[src/rtl/tpin_pkg.sv]
package tpin_pkg;
    localparam int REG_W       = 32;
    localparam int FN_LSB      = 0;
    localparam int DRV_LSB     = 4;
    localparam int IRQEN_BIT   = 8;
    localparam int OD_BIT      = 9;
    localparam int EDGE_LSB    = 16;
    localparam int LVL_BIT     = 8;
    localparam int FLAG_W      = 4;

    localparam logic [2:0] FN_OFF  = 3'd0;
    localparam logic [2:0] FN_CAPT = 3'd1;
    localparam logic [2:0] FN_GPIO = 3'd4;

    localparam logic [REG_W-1:0] MODE_KEEP = 32'h0003_0337;

    typedef enum logic [1:0] {
        SEL_MODE = 2'd0,
        SEL_STAT = 2'd1,
        SEL_CAPT = 2'd2,
        SEL_NONE = 2'd3
    } reg_sel_e;
endpackage

[src/rtl/tpin_sync.sv]
module tpin_sync #(
    parameter int STAGES = 2
) (
    input  logic clk,
    input  logic rst_n,
    input  logic d,
    output logic q
);
    logic [STAGES-1:0] chain_d, chain_q;

    generate
        if (STAGES == 1) begin : g_one
            always_comb chain_d = d;
        end else begin : g_many
            always_comb chain_d = {chain_q[STAGES-2:0], d};
        end
    endgenerate

    always_ff @(posedge clk or negedge rst_n) begin
        if (!rst_n) chain_q <= '0;
        else        chain_q <= chain_d;
    end

    assign q = chain_q[STAGES-1];
endmodule

[src/rtl/tpin_edge.sv]
module tpin_edge (
    input  logic       clk,
    input  logic       rst_n,
    input  logic       lvl,
    input  logic       en,
    input  logic [1:0] sel,
    output logic       rise,
    output logic       fall
);
    logic prev_d, prev_q;

    always_comb begin
        prev_d = lvl;
        rise   = en && sel[0] &&  lvl && !prev_q;
        fall   = en && sel[1] && !lvl &&  prev_q;
    end

    always_ff @(posedge clk or negedge rst_n) begin
        if (!rst_n) prev_q <= 1'b0;
        else        prev_q <= prev_d;
    end
endmodule

[src/rtl/tpin_drive.sv]
module tpin_drive
    import tpin_pkg::*;
(
    input  logic [REG_W-1:0] mode,
    output logic             pin_o,
    output logic             pin_oe
);
    logic drive_en, level_hi;

    always_comb begin
        drive_en = (mode[FN_LSB+:3] == FN_GPIO) && !mode[IRQEN_BIT] && mode[DRV_LSB+1];
        level_hi = mode[DRV_LSB];
        pin_oe   = drive_en && !(mode[OD_BIT] && level_hi);
        pin_o    = pin_oe && level_hi;
    end
endmodule

[src/rtl/tpin_ctrl.sv]
module tpin_ctrl
    import tpin_pkg::*;
#(
    parameter int CNT_W       = 16,
    parameter int SYNC_STAGES = 2
) (
    input  logic             clk,
    input  logic             rst_n,
    input  logic             reg_we,
    input  logic [1:0]       reg_addr,
    input  logic [REG_W-1:0] reg_wdata,
    output logic [REG_W-1:0] reg_rdata,
    input  logic             pin_i,
    output logic             pin_o,
    output logic             pin_oe,
    output logic             irq_o
);
    typedef struct packed {
        logic [REG_W-1:0]  mode;
        logic [FLAG_W-1:0] flags;
        logic [CNT_W-1:0]  cap;
        logic [CNT_W-1:0]  cnt;
    } state_t;

    state_t st_d, st_q;

    logic             lvl, rise, fall, evt;
    logic [FLAG_W-1:0] clr;
    logic [REG_W-1:0] mode_q;
    logic [FLAG_W-1:0] flags_q;
    logic [CNT_W-1:0] cnt_q;

    assign mode_q  = st_q.mode;
    assign flags_q = st_q.flags;
    assign cnt_q   = st_q.cnt;

    tpin_sync #(.STAGES(SYNC_STAGES)) u_sync (
        .clk  (clk),
        .rst_n(rst_n),
        .d    (pin_i),
        .q    (lvl)
    );

    tpin_edge u_edge (
        .clk  (clk),
        .rst_n(rst_n),
        .lvl  (lvl),
        .en   (st_q.mode[FN_LSB+:3] == FN_CAPT),
        .sel  (st_q.mode[EDGE_LSB+:2]),
        .rise (rise),
        .fall (fall)
    );

    tpin_drive u_drive (
        .mode  (st_q.mode),
        .pin_o (pin_o),
        .pin_oe(pin_oe)
    );

    always_comb begin
        st_d     = st_q;
        st_d.cnt = st_q.cnt + 1'b1;
        evt      = rise || fall;
        clr      = (reg_we && reg_addr == SEL_STAT) ? reg_wdata[FLAG_W-1:0] : '0;

        if (reg_we && reg_addr == SEL_MODE)
            st_d.mode = reg_wdata & MODE_KEEP;

        st_d.flags = st_q.flags & ~clr;
        if (evt) begin
            st_d.flags[0] = 1'b1;
            st_d.flags[1] = st_d.flags[1] | rise;
            st_d.flags[2] = st_d.flags[2] | fall;
            st_d.flags[3] = st_d.flags[3] | st_q.flags[0];
            st_d.cap      = st_q.cnt;
        end
    end

    always_ff @(posedge clk or negedge rst_n) begin
        if (!rst_n) st_q <= '0;
        else        st_q <= st_d;
    end

    always_comb begin
        reg_rdata = '0;
        case (reg_sel_e'(reg_addr))
            SEL_MODE: reg_rdata = st_q.mode;
            SEL_STAT: begin
                reg_rdata[FLAG_W-1:0] = st_q.flags;
                reg_rdata[LVL_BIT]    = lvl;
            end
            SEL_CAPT: reg_rdata[CNT_W-1:0] = st_q.cap;
            default:  reg_rdata = '0;
        endcase
    end

    assign irq_o = st_q.mode[IRQEN_BIT] && st_q.flags[0];
endmodule

[config.mk]
export PLATFORM = sky130hd
export DESIGN_NAME = tpin_ctrl
export DESIGN_NICKNAME = d
export VERILOG_FILES = /design/src/rtl/tpin_pkg.sv /design/src/rtl/tpin_sync.sv /design/src/rtl/tpin_edge.sv /design/src/rtl/tpin_drive.sv /design/src/rtl/tpin_ctrl.sv
export SDC_FILE = /design/constraint.sdc
export NUM_CORES = 1
export LEC_CHECK = 0
export ABC_AREA = 1
export BUFFER_PORTS_ARGS = -buffer_cell sky130_fd_sc_hd__buf_2
export CORE_MARGIN = 1
export CORE_UTILIZATION = 35
export DETAILED_ROUTE_END_ITERATION = 8
export HOLD_SLACK_MARGIN = 0.15
export SLEW_MARGIN = 10
export SYNTH_ARGS = -nofsm -noshare
export SYNTH_HDL_FRONTEND = slang
export SYNTH_SLANG_ARGS = --single-unit
[constraint.sdc]
create_clock -name clk -period 1.19 [get_ports clk]
set_input_delay 0 -clock clk [delete_from_list [all_inputs] [get_ports clk]]
set_output_delay 0 -clock clk [all_outputs]
set_load 0.02 [all_outputs]
Word-level counts from Yosys, hierarchy flattened
Index checks and enable logic that the tools add are counted.
Storage, ports and cells
  flip-flop bits (word level): 48
  output and inout port bits: 35
  logic and storage cells: 43
  input bits: 38
Cells by class
  muxes and demuxes: 7
  bitwise logic cells: 5
  reduce and logical (&&, ||, !) cells: 20
  $add $sub $neg: 1
  eq/ne operators: 4
Operator list (count)
  two-way mux 20 bit: 1
  adder 16 x 1 -> 16 bit (second input constant): 1
  logical AND 1 bit: 14
  case mux 7 bit (2 select lines): 1
  case mux 4 bit (3 select lines): 1
  case mux 4 bit (2 select lines): 1
  bitwise AND 4 bit: 1
  logical NOT 1 bit: 4
  two-way mux 4 bit: 1
  inverter 4 bit: 1
  == test 3 x 1 -> 1 bit (second input constant): 1
  == test 3 bit (second input constant): 1
  bitwise OR 1 bit: 3
  case mux 1 bit (3 select lines): 1
  == test 2 x 1 -> 1 bit (second input constant): 1
  == test 2 bit (second input constant): 1
  logical NOT 2 bit: 1
  two-way mux 2 bit: 1
  logical OR 1 bit: 1

Logic depth before layout (Yosys ltp)
  word-level depth: 7
  mapped depth: 8
  gate-level depth less buffers: 7

Cells and area by module
From an unflattened synthesis, not the netlist that was laid out.
Unflattened totals
  cells, all modules: 280
  area total of the unflattened synthesis: 2359.8 sq um
By module, submodules not included
  tpin_ctrl: times used 1, area each 2205.9 sq um, sequential area each 1126.1 sq um, cells each 259
  tpin_edge: times used 1, area each 55.1 sq um, sequential area each 25.0 sq um, cells each 9
  tpin_sync: times used 1, area each 50.0 sq um, sequential area each 50.0 sq um, cells each 2
  tpin_drive: times used 1, area each 48.8 sq um, sequential area each 0.0 sq um, cells each 10

Least setup slack after synthesis
No wires, ideal clock.
  path kind: reg2reg
  start: register st_q (netlist bit cnt_q[0])
  end: register st_q (netlist bit cnt_q[10])
  setup time: 0.121 ns
  arrival time: 1.104 ns
  slack: -0.035 ns
  path buffers: 0
  cell stages (with the launch flop): 6
  period minus slack after synthesis: 1.225 ns
  required time: 1.069 ns
  cells stage by stage: dfrtp_1 ha_1 nand3_1 nor2_1 nand2_1 xor2_1
RTL lines
  from (decl): RTL line tpin_ctrl.sv:25  | state_t st_d, st_q;
  from (signal assigned): RTL line tpin_ctrl.sv:81  | else st_q <= st_d;

Worst setup path in the final report
  start: register st_q (netlist bit mode_q[1])
  end: output pin_o
On the way
  longest elaborated chain between the ends: 5
RTL lines
  == test 3 bit: RTL line tpin_drive.sv:11  | drive_en = (mode[FN_LSB+:3] == FN_GPIO) && !mode[IRQEN_BIT] && mode[DRV_LSB+1];
  logical AND 1 bit (2 in a row): RTL line tpin_drive.sv:11
  logical AND 1 bit: RTL line tpin_drive.sv:13  | pin_oe = drive_en && !(mode[OD_BIT] && level_hi);
  logical AND 1 bit: RTL line tpin_drive.sv:14  | pin_o = pin_oe && level_hi;
  to (decl): RTL line tpin_ctrl.sv:14  | output logic pin_o,
Every way passes these cells.

==> metrics.log <==
[metrics] outcome: finished with violations
[metrics] failing checks: design-rule violations, negative setup slack
[metrics] fin. max-slew vios: 0
[metrics] total number of placement rows: 29
[metrics] maximum vdd drop: 483 uV
[metrics] cell area power density: 1280 mW/mm^2
[metrics] placeable core region: 0.00646 sq mm
[metrics] clock-pin transition on the worst setup and hold timing paths: 80 ps
[metrics] reported leakage power: 1.59 nW
[metrics] most common flop cell mapped by yosys: dfrtp_1
[metrics] highest clock rate: 0.809 GHz
[metrics] type of the worst setup path: flop to output pin
[metrics] Layout Skew: 5.16 ps
[metrics] post-layout min period: 1240 ps
[metrics] DIE WIDTH: 84.4 um
[metrics] die boundary height: 84.4 um
[metrics] Residual DRC: 8
[metrics] Crit Path Max Fanout: 3
[metrics] clock tree from TritonCTS: yes
[metrics] footprint of the multi-input gates: 0.00106 sq mm
[metrics] number of maximum-capacitance violations: 0
[metrics] total met3 wirelength after detailed routing: 165 um
[metrics] final net count: 396
[metrics] RSZ-0062 raised after global routing: true
[metrics] Final Worst Setup Slack: -45.4 ps
[metrics] count of different cell masters after synthesis: 24
[metrics] final hold viol count: 0
[metrics] combined flip-flop and latch cell area: 0.00120 sq mm
[metrics] number of global-route vias before repair: 1,858
[metrics] list of most frequent post-synthesis cells: nand2_1 (87), dfrtp_1 (48), nor2_1 (31), inv_1 (30), nand3_1 (20)
[metrics] post-route standard cell area excluding fillers: 0.00314 sq mm
[metrics] library cell with the highest instance count after synthesis: nand2_1
[metrics] top post-synthesis cells by area: dfrtp_1 (51%), nand2_1 (14%), nor2_1 (4.9%), buf_4 (4.7%), inv_1 (4.7%)
[metrics] num ports: 73
[metrics] share of the core filled with cells: 0.487
[metrics] per-instance average area after synthesis: 8.34 sq um
[metrics] cell at the root of the clock tree: clkbuf_8
[metrics] proportion of layout cells with a drive suffix above 1: 0.274
[metrics] largest net degree at the start of global routing: 49
[metrics] crit share post-route: 1.04
[metrics] Hold Crit Class: input pin to flop
[metrics] Worst Setup Slack post-DPL: -22.3 ps
[metrics] kind of launch point of the worst setup path: flop
[metrics] area post-placement: 0.00271 sq mm
[metrics] number of standard cells after synthesis: 285
[metrics] share of the yosys chip area belonging to registers: 0.506
[metrics] CTS H-Tree Depth: 2
[metrics] final WL: 5210 um
[metrics] area grow syn2layout: 32.3%
[metrics] post-route antenna net violation count: 0
[metrics] number of clock buffers inserted by TritonCTS: 5
[metrics] share of synthesized flip-flops with an asynchronous set or reset: 1.00
[metrics] number of fill cells: 617
[metrics] post-synthesis instance area: 0.00238 sq mm
[metrics] number of flops mapped to enable cells by yosys: 0
[metrics] required time at the worst-slack endpoint: 1190 ps
[metrics] via total after detailed routing: 2,012
[metrics] count of inserted antenna diode cells: 0
[metrics] post-detail-place hpwl: 3590 um
[metrics] Power Total: 4.04 mW
[metrics] area enclosed by the die boundary: 0.00712 sq mm
[metrics] detailed-routing wirelength on met1: 2480 um
[metrics] total iterations of the first detailed-routing run: 6
[metrics] number of DRC markers after the initial detailed-route iteration: 114
[metrics] area share of the largest cell type after synthesis: 0.506
[metrics] initial cell density of the core: 0.368
[metrics] data arrival time of the critical path: 1240 ps
[metrics] total number of yosys warnings: 0
[metrics] routed wire length on met2: 2460 um
[metrics] Clock Path Buffers: 2
[metrics] clock tree sinks: 48
[metrics] number of antenna violations at the first check in global routing: 0
[metrics] wire length of the first global-routing pass: 8550 um
[metrics] total setup violations reported at the end of the flow: 8
[metrics] category of the worst setup path capture point: output pin
[metrics] global-route usage over all layers: 0.152
[metrics] number of synthesized register bits: 48
[metrics] DR vias/cell: 4.63
[metrics] Avg WL per Cell: 12.0 um
[metrics] later-pin clock latency in the skew report: 300 ps
[metrics] uppermost routed layer: met4
[metrics] gp weighted congestion: 0.818
[metrics] total gr overflow: 0
[metrics] largest area contributor in the netlist: dfrtp_1
[metrics] count of input and output buffers: 36
-- cells by family (layout without fill, tap and decap cells) --
kind of cell               Yosys count  after routing  share of synthesized area
and+or+nand+nor                    157            157                      0.301
buffers and inverters               50            110                      0.107
AOI/OAI and AO/OA                   19             19                     0.0463
other                                1             14                    0.00158
DFF                                 48             48                      0.506
xor gates and xnor gates             9              9                     0.0332
adders and majority gates            1              1                    0.00527
-- placed cells by master (no fill, tap or decap), types with 2 or more instances in the layout --
cell type and n:
dlygate4sd3_1 15, buf_6 4, nand2_4 3, conb_1 14, buf_12 3, nand3_2 12, nand3_1 14, dfrtp_1 47
inv_2 5, nor2_1 25, o211ai_1 3, buf_4 17, buf_2 31, a21oi_1 5, a22o_1 2, nand3_4 2
nor2_2 6, clkbuf_8 7, nand2_1 86, xor2_1 5, inv_1 27, xnor2_1 4, nand4_1 4, o21ai_0 4
o21ai_1 5, nor2_4 2
-- through the flow --
stage | TNS (ps) | hold WS (ps) | std cells
after global placement | -7.53 | 3.68 | 407
after CTS | -239 | 159 | 430
after detailed placement | -145 | 6.34 | 407
after floorplan | 0 | -296 | 298
after global routing | -1550 | 213 | 435
final | -122 | 110 | 435
-- state kept, by name, indices dropped and copies added, names as in the netlist --
signal and flops:
cnt_q 16, flags_q 4, mode_q 9, st_q 16, u_edge.prev_q 1, u_sync.chain_q 2
-- final cells by class --
class	count	area share
Tap cell	77	0.0307
Inverter	32	0.0382
Multi-Input combinational cell	200	0.337
Clock inverter	1	0.00955
Clock buffer	7	0.0307
Timing Repair Buffer	70	0.171
Sequential cell	48	0.383
-- repair_timing --
item / 4_1_cts / 5_1_grt
endpoints found under the hold margin: 62 / 1
hold buffers: 15 / 1
setup endpoints to repair: 23 / 31
gates resized for setup: 15 / 17
setup buffers: 0 / 5
pin swaps: 8 / 5
-- path summary, 6_finish.rpt --
check                                  start                end  slack [ps]  cells past startpoint
max                                mode_q[1]              pin_o         -50                      4
min                              reg_addr[1]         flags_q[3]         110                      5
max reg2reg                        mode_q[0]           st_q[20]         -20                      6
min reg2reg                u_sync.chain_q[0]  u_sync.chain_q[1]         350                      0
max in group asynchronous              rst_n           cnt_q[2]         760                      3
min in group asynchronous              rst_n  u_sync.chain_q[0]         200                      3
-- layer usage --
| layer | vias up | track usage |
|---|---|---|
| met4 | 0 | 0.0508 |
| li1 | 1008 | - |
| met2 | 42 | 0.238 |
| met1 | 954 | 0.211 |
| met3 | 8 | 0.0324 |
| met5 | - | 0 |
-- critical path: stages, from the launching register on --
cell and delay (ps):
dfrtp_1 440, inv_2 80, nand3_2 80, nor3_2 180, buf_4 160
-- power breakdown --
part	leakage [nW]	internal [mW]	total [mW]	switching, mW
Combinational	0.912	0.323	0.794	0.472
Sequential	0.610	1.83	1.97	0.134
Clock	0.0645	0.741	1.28	0.536
Total	1.59	2.90	4.04	1.14
(Power assumes the default switching activity.)
